--- config.mk ---
export PLATFORM = sky130hd
export DESIGN_NAME = tdma_tx_chan
export DESIGN_NICKNAME = d
export VERILOG_FILES = /design/src/rtl/tdma_pkg.sv /design/src/rtl/tdma_regs.sv /design/src/rtl/tdma_engine.sv /design/src/rtl/tdma_byte_out.sv /design/src/rtl/tdma_tx_chan.sv
export SDC_FILE = /design/constraint.sdc
export NUM_CORES = 1
export LEC_CHECK = 0
export BUFFER_PORTS_ARGS = -buffer_cell sky130_fd_sc_hd__buf_2
export CAP_MARGIN = 20
export CORE_MARGIN = 5
export CORE_UTILIZATION = 35
export DETAILED_ROUTE_END_ITERATION = 10
export PLACE_DENSITY = 0.53
export SLEW_MARGIN = 20
export SYNTH_ARGS = -nofsm -noshare
export SYNTH_HDL_FRONTEND = slang
export SYNTH_HIERARCHICAL = 1
export SYNTH_SLANG_ARGS = --single-unit
--- constraint.sdc ---
create_clock -name clk -period 3.07 [get_ports clk]
set_input_delay 0.307 -clock clk [delete_from_list [all_inputs] [get_ports clk]]
set_output_delay 0.307 -clock clk [all_outputs]
set_load 0.1 [all_outputs]
--- src/rtl/tdma_pkg.sv ---
package tdma_pkg;
  localparam int unsigned WORD_W   = 32;
  localparam int unsigned LEN_W    = 11;
  localparam int unsigned B_SOP    = 31;
  localparam int unsigned B_EOP    = 30;
  localparam int unsigned B_OWN    = 29;
  localparam int unsigned B_EOQ    = 28;
  localparam int unsigned CMD_IDLE = 3;
  localparam int unsigned ST_IDLE  = 31;

  localparam int unsigned IX_HEAD = 0;
  localparam int unsigned IX_DONE = 1;
  localparam int unsigned IX_ENA  = 2;
  localparam int unsigned IX_CMD  = 3;
  localparam int unsigned IX_STAT = 4;
  localparam int unsigned IX_SRST = 5;

  typedef enum logic [3:0] {
    E_IDLE, E_LINK, E_BUFA, E_MODE, E_DATA, E_PUSH, E_DRAIN, E_WBACK, E_ADV
  } eng_st_t;
endpackage

--- src/rtl/tdma_regs.sv ---
module tdma_regs
  import tdma_pkg::*;
#(
  parameter int unsigned AW  = 32,
  parameter int unsigned RIW = 3
) (
  input  logic           clk,
  input  logic           rst,
  input  logic           reg_we,
  input  logic [RIW-1:0] reg_addr,
  input  logic [31:0]    reg_wdata,
  output logic [31:0]    reg_rdata,
  input  logic           busy_i,
  input  logic           adv_i,
  input  logic [AW-1:0]  adv_ptr_i,
  input  logic           fault_i,
  output logic [AW-1:0]  head_o,
  output logic           run_o,
  output logic           srst_o
);
  localparam logic [RIW-1:0] A_HEAD = RIW'(IX_HEAD);
  localparam logic [RIW-1:0] A_DONE = RIW'(IX_DONE);
  localparam logic [RIW-1:0] A_ENA  = RIW'(IX_ENA);
  localparam logic [RIW-1:0] A_CMD  = RIW'(IX_CMD);
  localparam logic [RIW-1:0] A_STAT = RIW'(IX_STAT);
  localparam logic [RIW-1:0] A_SRST = RIW'(IX_SRST);

  logic [AW-1:0] head_q, done_q;
  logic          ena_q, idlereq_q, fault_q, srst_q;
  logic          head_wr, head_ok;

  assign head_wr = reg_we && (reg_addr == A_HEAD);
  assign head_ok = !busy_i && (head_q == '0);

  always_ff @(posedge clk) begin
    if (rst) begin
      head_q    <= '0;
      done_q    <= '0;
      ena_q     <= 1'b0;
      idlereq_q <= 1'b0;
      fault_q   <= 1'b0;
      srst_q    <= 1'b0;
    end else if (srst_q) begin
      head_q    <= '0;
      done_q    <= '0;
      idlereq_q <= 1'b0;
      fault_q   <= 1'b0;
      srst_q    <= 1'b0;
    end else begin
      if (head_wr && head_ok)            head_q <= reg_wdata[AW-1:0];
      else if (adv_i)                    head_q <= adv_ptr_i;
      if (reg_we && reg_addr == A_DONE)  done_q <= reg_wdata[AW-1:0];
      if (reg_we && reg_addr == A_ENA)   ena_q <= reg_wdata[0];
      if (reg_we && reg_addr == A_CMD)   idlereq_q <= reg_wdata[CMD_IDLE];
      if (reg_we && reg_addr == A_SRST)  srst_q <= reg_wdata[0];
      if (fault_i)                       fault_q <= 1'b1;
    end
  end

  always_ff @(posedge clk) begin
    if (rst) reg_rdata <= '0;
    else begin
      case (reg_addr)
        A_HEAD:  reg_rdata <= 32'(head_q);
        A_DONE:  reg_rdata <= 32'(done_q);
        A_ENA:   reg_rdata <= {31'b0, ena_q};
        A_CMD:   reg_rdata <= 32'(idlereq_q) << CMD_IDLE;
        A_STAT:  reg_rdata <= (32'(!busy_i) << ST_IDLE) | {31'b0, fault_q};
        A_SRST:  reg_rdata <= {31'b0, srst_q};
        default: reg_rdata <= '0;
      endcase
    end
  end

  assign head_o = head_q;
  assign run_o  = ena_q && !idlereq_q && !fault_q;
  assign srst_o = srst_q;

  AST_HEAD_LOCKED: assert property (@(posedge clk) disable iff (rst)
    (head_wr && !head_ok && !adv_i && !srst_q) |=> (head_q == $past(head_q)));
  AST_SRST_CLEARS: assert property (@(posedge clk) disable iff (rst)
    srst_q |=> (head_q == '0 && done_q == '0 && !fault_q && !srst_q));
endmodule

--- src/rtl/tdma_engine.sv ---
module tdma_engine
  import tdma_pkg::*;
#(
  parameter int unsigned AW = 32
) (
  input  logic          clk,
  input  logic          rst,
  input  logic          run_i,
  input  logic [AW-1:0] head_i,
  output logic          busy_o,
  output logic          adv_o,
  output logic [AW-1:0] adv_ptr_o,
  output logic          fault_o,
  output logic          mem_req,
  output logic          mem_we,
  output logic [AW-1:0] mem_addr,
  output logic [31:0]   mem_wdata,
  input  logic          mem_ready,
  input  logic [31:0]   mem_rdata,
  output logic          ld_o,
  output logic [31:0]   ld_word_o,
  output logic [2:0]    ld_nb_o,
  output logic          ld_first_o,
  output logic          ld_last_o,
  input  logic          ser_busy_i
);
  localparam logic [AW-1:0] OFS_BUF  = AW'(4);
  localparam logic [AW-1:0] OFS_MODE = AW'(12);
  localparam logic [AW-1:0] STEP     = AW'(4);

  eng_st_t          st_q;
  logic [AW-1:0]    cur_q, link_q, addr_q;
  logic [AW-1:2]    bufa_q;
  logic [31:0]      mode_q, word_q;
  logic [LEN_W-1:0] left_q;
  logic             first_q;
  logic             last_chunk;
  logic [2:0]       chunk;

  assign last_chunk = left_q <= LEN_W'(4);
  assign chunk      = last_chunk ? left_q[2:0] : 3'd4;

  always_ff @(posedge clk) begin
    if (rst) begin
      st_q    <= E_IDLE;
      cur_q   <= '0;
      link_q  <= '0;
      addr_q  <= '0;
      bufa_q  <= '0;
      mode_q  <= '0;
      word_q  <= '0;
      left_q  <= '0;
      first_q <= 1'b0;
    end else begin
      case (st_q)
        E_IDLE: if (run_i && head_i != '0) begin
          cur_q  <= head_i;
          addr_q <= head_i;
          st_q   <= E_LINK;
        end
        E_LINK: if (mem_ready) begin
          link_q <= mem_rdata[AW-1:0];
          addr_q <= cur_q + OFS_BUF;
          st_q   <= E_BUFA;
        end
        E_BUFA: if (mem_ready) begin
          bufa_q <= mem_rdata[AW-1:2];
          addr_q <= cur_q + OFS_MODE;
          st_q   <= E_MODE;
        end
        E_MODE: if (mem_ready) begin
          mode_q  <= mem_rdata;
          left_q  <= mem_rdata[LEN_W-1:0];
          first_q <= 1'b1;
          if (!mem_rdata[B_OWN])                     st_q <= E_IDLE;
          else if (mem_rdata[LEN_W-1:0] == '0)       st_q <= E_WBACK;
          else begin
            addr_q <= {bufa_q, 2'b00};
            st_q   <= E_DATA;
          end
        end
        E_DATA: if (mem_ready) begin
          word_q <= mem_rdata;
          st_q   <= E_PUSH;
        end
        E_PUSH: if (!ser_busy_i) begin
          left_q  <= left_q - LEN_W'(chunk);
          first_q <= 1'b0;
          if (last_chunk) begin
            addr_q <= cur_q + OFS_MODE;
            st_q   <= E_DRAIN;
          end else begin
            addr_q <= addr_q + STEP;
            st_q   <= E_DATA;
          end
        end
        E_DRAIN: if (!ser_busy_i) st_q <= E_WBACK;
        E_WBACK: if (mem_ready) st_q <= E_ADV;
        E_ADV:   st_q <= E_IDLE;
        default: st_q <= E_IDLE;
      endcase
    end
  end

  assign mem_req   = (st_q == E_LINK) || (st_q == E_BUFA) || (st_q == E_MODE) ||
                     (st_q == E_DATA) || (st_q == E_WBACK);
  assign mem_we    = (st_q == E_WBACK);
  assign mem_addr  = addr_q;
  assign mem_wdata = (mode_q & ~(32'd1 << B_OWN)) |
                     ((link_q == '0) ? (32'd1 << B_EOQ) : 32'd0);

  assign busy_o    = (st_q != E_IDLE);
  assign adv_o     = (st_q == E_ADV);
  assign adv_ptr_o = link_q;
  assign fault_o   = (st_q == E_MODE) && mem_ready && !mem_rdata[B_OWN];

  assign ld_o       = (st_q == E_PUSH) && !ser_busy_i;
  assign ld_word_o  = word_q;
  assign ld_nb_o    = chunk;
  assign ld_first_o = first_q;
  assign ld_last_o  = last_chunk;

  AST_REQ_HOLD: assert property (@(posedge clk) disable iff (rst)
    (mem_req && !mem_ready) |=> (mem_req && $stable(mem_addr) && $stable(mem_we) && $stable(mem_wdata)));
  AST_FAULT_QUIET: assert property (@(posedge clk) disable iff (rst)
    fault_o |=> !mem_req);
  AST_NO_START_STOPPED: assert property (@(posedge clk) disable iff (rst)
    (!busy_o && !run_i) |=> !mem_req);
endmodule

--- src/rtl/tdma_byte_out.sv ---
module tdma_byte_out (
  input  logic        clk,
  input  logic        rst,
  input  logic        ld_i,
  input  logic [31:0] word_i,
  input  logic [2:0]  nb_i,
  input  logic        first_i,
  input  logic        last_i,
  output logic        busy_o,
  output logic        tx_valid,
  input  logic        tx_ready,
  output logic [7:0]  tx_data,
  output logic        tx_sop,
  output logic        tx_eop
);
  logic [23:0] rest_q;
  logic [1:0]  left_q;
  logic        last_q;

  always_ff @(posedge clk) begin
    if (rst) begin
      tx_valid <= 1'b0;
      tx_data  <= '0;
      tx_sop   <= 1'b0;
      tx_eop   <= 1'b0;
      rest_q   <= '0;
      left_q   <= '0;
      last_q   <= 1'b0;
    end else if (ld_i) begin
      tx_valid <= 1'b1;
      tx_data  <= word_i[7:0];
      tx_sop   <= first_i;
      tx_eop   <= last_i && (nb_i == 3'd1);
      rest_q   <= word_i[31:8];
      left_q   <= 2'(nb_i - 3'd1);
      last_q   <= last_i;
    end else if (tx_valid && tx_ready) begin
      if (left_q != 2'd0) begin
        tx_data <= rest_q[7:0];
        rest_q  <= {8'h00, rest_q[23:8]};
        left_q  <= left_q - 2'd1;
        tx_sop  <= 1'b0;
        tx_eop  <= last_q && (left_q == 2'd1);
      end else begin
        tx_valid <= 1'b0;
        tx_sop   <= 1'b0;
        tx_eop   <= 1'b0;
      end
    end
  end

  assign busy_o = tx_valid;

  AST_TX_HOLD: assert property (@(posedge clk) disable iff (rst)
    (tx_valid && !tx_ready) |=> (tx_valid && $stable(tx_data) && $stable(tx_sop) && $stable(tx_eop)));
endmodule

--- src/rtl/tdma_tx_chan.sv ---
module tdma_tx_chan
  import tdma_pkg::*;
#(
  parameter int unsigned AW  = 32,
  parameter int unsigned RIW = 3
) (
  input  logic           clk,
  input  logic           rst,
  input  logic           reg_we,
  input  logic [RIW-1:0] reg_addr,
  input  logic [31:0]    reg_wdata,
  output logic [31:0]    reg_rdata,
  output logic           mem_req,
  output logic           mem_we,
  output logic [AW-1:0]  mem_addr,
  output logic [31:0]    mem_wdata,
  input  logic           mem_ready,
  input  logic [31:0]    mem_rdata,
  output logic           tx_valid,
  input  logic           tx_ready,
  output logic [7:0]     tx_data,
  output logic           tx_sop,
  output logic           tx_eop
);
  logic          busy, adv, fault, run, srst, eng_rst;
  logic [AW-1:0] adv_ptr, head;
  logic          ld, ld_first, ld_last, ser_busy;
  logic [31:0]   ld_word;
  logic [2:0]    ld_nb;

  assign eng_rst = rst || srst;

  tdma_regs #(.AW(AW), .RIW(RIW)) u_regs (
    .clk(clk), .rst(rst), .reg_we(reg_we), .reg_addr(reg_addr),
    .reg_wdata(reg_wdata), .reg_rdata(reg_rdata), .busy_i(busy),
    .adv_i(adv), .adv_ptr_i(adv_ptr), .fault_i(fault), .head_o(head),
    .run_o(run), .srst_o(srst)
  );

  tdma_engine #(.AW(AW)) u_eng (
    .clk(clk), .rst(eng_rst), .run_i(run), .head_i(head), .busy_o(busy),
    .adv_o(adv), .adv_ptr_o(adv_ptr), .fault_o(fault),
    .mem_req(mem_req), .mem_we(mem_we), .mem_addr(mem_addr),
    .mem_wdata(mem_wdata), .mem_ready(mem_ready), .mem_rdata(mem_rdata),
    .ld_o(ld), .ld_word_o(ld_word), .ld_nb_o(ld_nb), .ld_first_o(ld_first),
    .ld_last_o(ld_last), .ser_busy_i(ser_busy)
  );

  tdma_byte_out u_out (
    .clk(clk), .rst(eng_rst), .ld_i(ld), .word_i(ld_word), .nb_i(ld_nb),
    .first_i(ld_first), .last_i(ld_last), .busy_o(ser_busy),
    .tx_valid(tx_valid), .tx_ready(tx_ready), .tx_data(tx_data),
    .tx_sop(tx_sop), .tx_eop(tx_eop)
  );
endmodule

==> run metrics <==
Critical Path Start Type flop; Sink Count 343; I/O Buffers 179; Setup CP Type flop to output pin; max_slew headroom 30.58%; status finished, final reports clean; Post-synth EDFFs 0; CTS buffer count 40; Initial Utilization 35.42%; Rows 79; drt total wl 63.09 mm; RSZ-0062 raised after global routing no; HPWL Detailed 45.36 mm; crit path max-delay cell type dfxtp_1; Mapped Cells 2082; Placed Cells 2768; CTS clock-pin slew for the worst setup and hold paths 0.06 ns; sequential area share after synthesis 41.55%; Final Hold Vio Count 0; Post-synth ARST share 0%; Tmin final 2.903 ns; maximum vdd ir drop 0.4051 mV; chip width 227.3 µm; Unique masters post-synth 79; GP Congestion 0.9614; Remaining Overflow, GRT 0; post-synthesis area per instance 7.938 µm²; crit-path max cell delay 0.81 ns; worst skew pair latency 0.56 ns; Fmax 344.5 MHz; Fillers 4789; Yosys reg bits 343; Placement Cell Area 18010 µm²; Setup TNS 0 ns; maximum buffer depth of the clock tree 3; clk root buf clkbuf_16; endpoint type of the worst setup path output pin; most common library cells after synthesis 443 x nand2_1, 343 x dfxtp_1, 231 x a21oi_1; cell area after layout 19560 µm²; # Post-CTS Setup Buffers 0; Cell Area, Synth 16530 µm²; Slew Limit Fails 0; die footprint 51670 µm²; top-area cell type share of the netlist area 41.55%; P per Cell Area 501.4 nW/µm²; Yosys Warn Count 6; die height 227.3 µm; first-pass GRT wire length 94.25 mm; TritonCTS clock tree done; core area 46650 µm²; area grow syn2layout 18.34%; DR vias/cell 5.568; initial antenna violation count 0; # diodes 0; ANT nets after route 0; Total GRT Usage 23.55%; # DRC 0; worst hold-check path type primary input to flop; ys flop type dfxtp_1; largest net degree at the start of global routing 66; Final nets 2315; Critical Path, Cell by Cell inv_1, nand2_1, o21bai_1, a31oi_1, buf_2; CP arrival 2.60 ns; routed len/inst 22.03 µm; clk_skew 0.01940 ns; dominant cells by area after synthesis dfxtp_1 42%, nand2_1 10%, a21oi_1 7.0%; Worst Max-Slew Pin Slew 1.030 ns; top cell type by total area after synthesis dfxtp_1; max cap viols 0; Power Total 9.807 mW; vias in the first global route 15020; CP Data Required Time 2.76 ns; final setup violation count 0; Fin Hold WS 0.03734 ns; # IOs 181; Iteration-0 DRC Markers 1485; non-filler instance count after layout 2864; layout cells sized above 1 16.39%; H-tree Lvls 2; fin crit share 94.56%; Leak 7.231 nW; critical-path maximum fanout 23; DRT Pass-1 Iters 5; most common cell in the synthesized netlist nand2_1; DR vias 15950
-- final timing paths --
check                                     start                 end  slack (ns)  cells after the start
worst min-delay path               reg_wdata[3]    u_regs/done_q[3]        0.04                      3
worst max register to register    u_eng/st_q[1]  u_eng/mem_addr[27]        0.32                      7
worst min register to register  u_eng/mode_q[7]     u_eng/mode_q[7]        0.45                      2
worst max-delay path              u_eng/st_q[1]             mem_req        0.17                      5
-- cells in the final DEF, fill, tap and decap left out, types with 24 or more instances in the layout --
| master | n |
|---|---|
| nand2_1 | 443 |
| dfxtp_1 | 343 |
| a21oi_1 | 230 |
| buf_2 | 179 |
| nor2_1 | 147 |
| buf_4 | 87 |
| mux2i_1 | 72 |
| o21ai_0 | 60 |
| nor3_1 | 55 |
| nand3_1 | 43 |
| o211ai_1 | 42 |
| clkbuf_16 | 40 |
| a22oi_1 | 39 |
| nand2b_1 | 36 |
| dlygate4sd3_1 | 32 |
| nor4_1 | 27 |
| xnor2_1 | 25 |
| inv_1 | 24 |
-- repair_timing --
item                                   CTS  global route
gates resized for setup                  0             0
hold buffers                            32             0
endpoints found under the hold margin   48             0
setup endpoints to repair                0             0
-- critical path: cells and delay by family (launching register included) --
family	cells	cell delay (ns)
buffers and inverters	2	0.74
and+or+nand+nor	1	0.14
DFF	1	0.81
AOI/OAI and AO/OA	2	0.35
-- cell families (layout without fill, tap and decap cells) --
logic type | Yosys count | in the layout | synth area share (%)
AO/OA/AOI/OAI | 500 | 500 | 19.20
XOR/XNOR | 48 | 48 | 2.544
adder cells (fa/ha/maj) | 8 | 8 | 0.6057
buffers and inverters | 219 | 393 | 6.473
flip-flops | 343 | 343 | 41.55
multiplexers | 73 | 73 | 4.429
other | 2 | 3 | 0.04544
AND/OR/NAND/NOR | 889 | 889 | 25.16
-- power by group --
| part | internal (mW) | total [mW] | switching (mW) |
|---|---|---|---|
| Clock | 2.66 | 4.60 | 1.93 |
| Sequential | 4.49 | 4.52 | 0.0328 |
| Combinational | 0.204 | 0.693 | 0.489 |
-- final cells by class --
type	instances	area, µm²	share of cell area (%)
timing repair buffer	304	1989	10.17
tap	607	759.5	3.883
clock buffer	53	1090	5.572
multi-input combinational	1521	8622	44.08
clock inverter	11	137.6	0.7037
inverter	25	93.84	0.4798
sequential	343	6867	35.11
-- registers in the layout, indices dropped and copies added, names as in the netlist, 2 cells and up --
name              flops
u_eng/adv_ptr_o      32
u_eng/bufa_q         30
u_eng/cur_q          32
u_eng/ld_word_o      32
u_eng/left_q         11
u_eng/mem_addr       32
u_eng/mode_q         31
u_eng/st_q            4
u_out/left_q          2
u_out/rest_q         24
u_out/tx_data         8
u_regs/done_q        32
u_regs/head_o        32
u_regs/reg_rdata     32
-- through the flow --
stage | utilization, % | setup slack, ns
after global placement | 38.56 | 0.4070
after floorplan | - | 0.2665
after detailed placement | 38.60 | 0.4375
final | 41.92 | 0.1670
after global routing | 41.92 | 0.03736
after CTS | 41.92 | 0.1873
-- metal layers --
layer  global-route usage [%]  routed length, µm  vias up
met5                        0                  0        -
met4                    5.054               1129        0
met3                    4.913               4473       87
met2                    37.26              28780      540
met1                    33.41              28700     7745
li1                         -                  -     7575
Power figures use the tool's default switching activity.
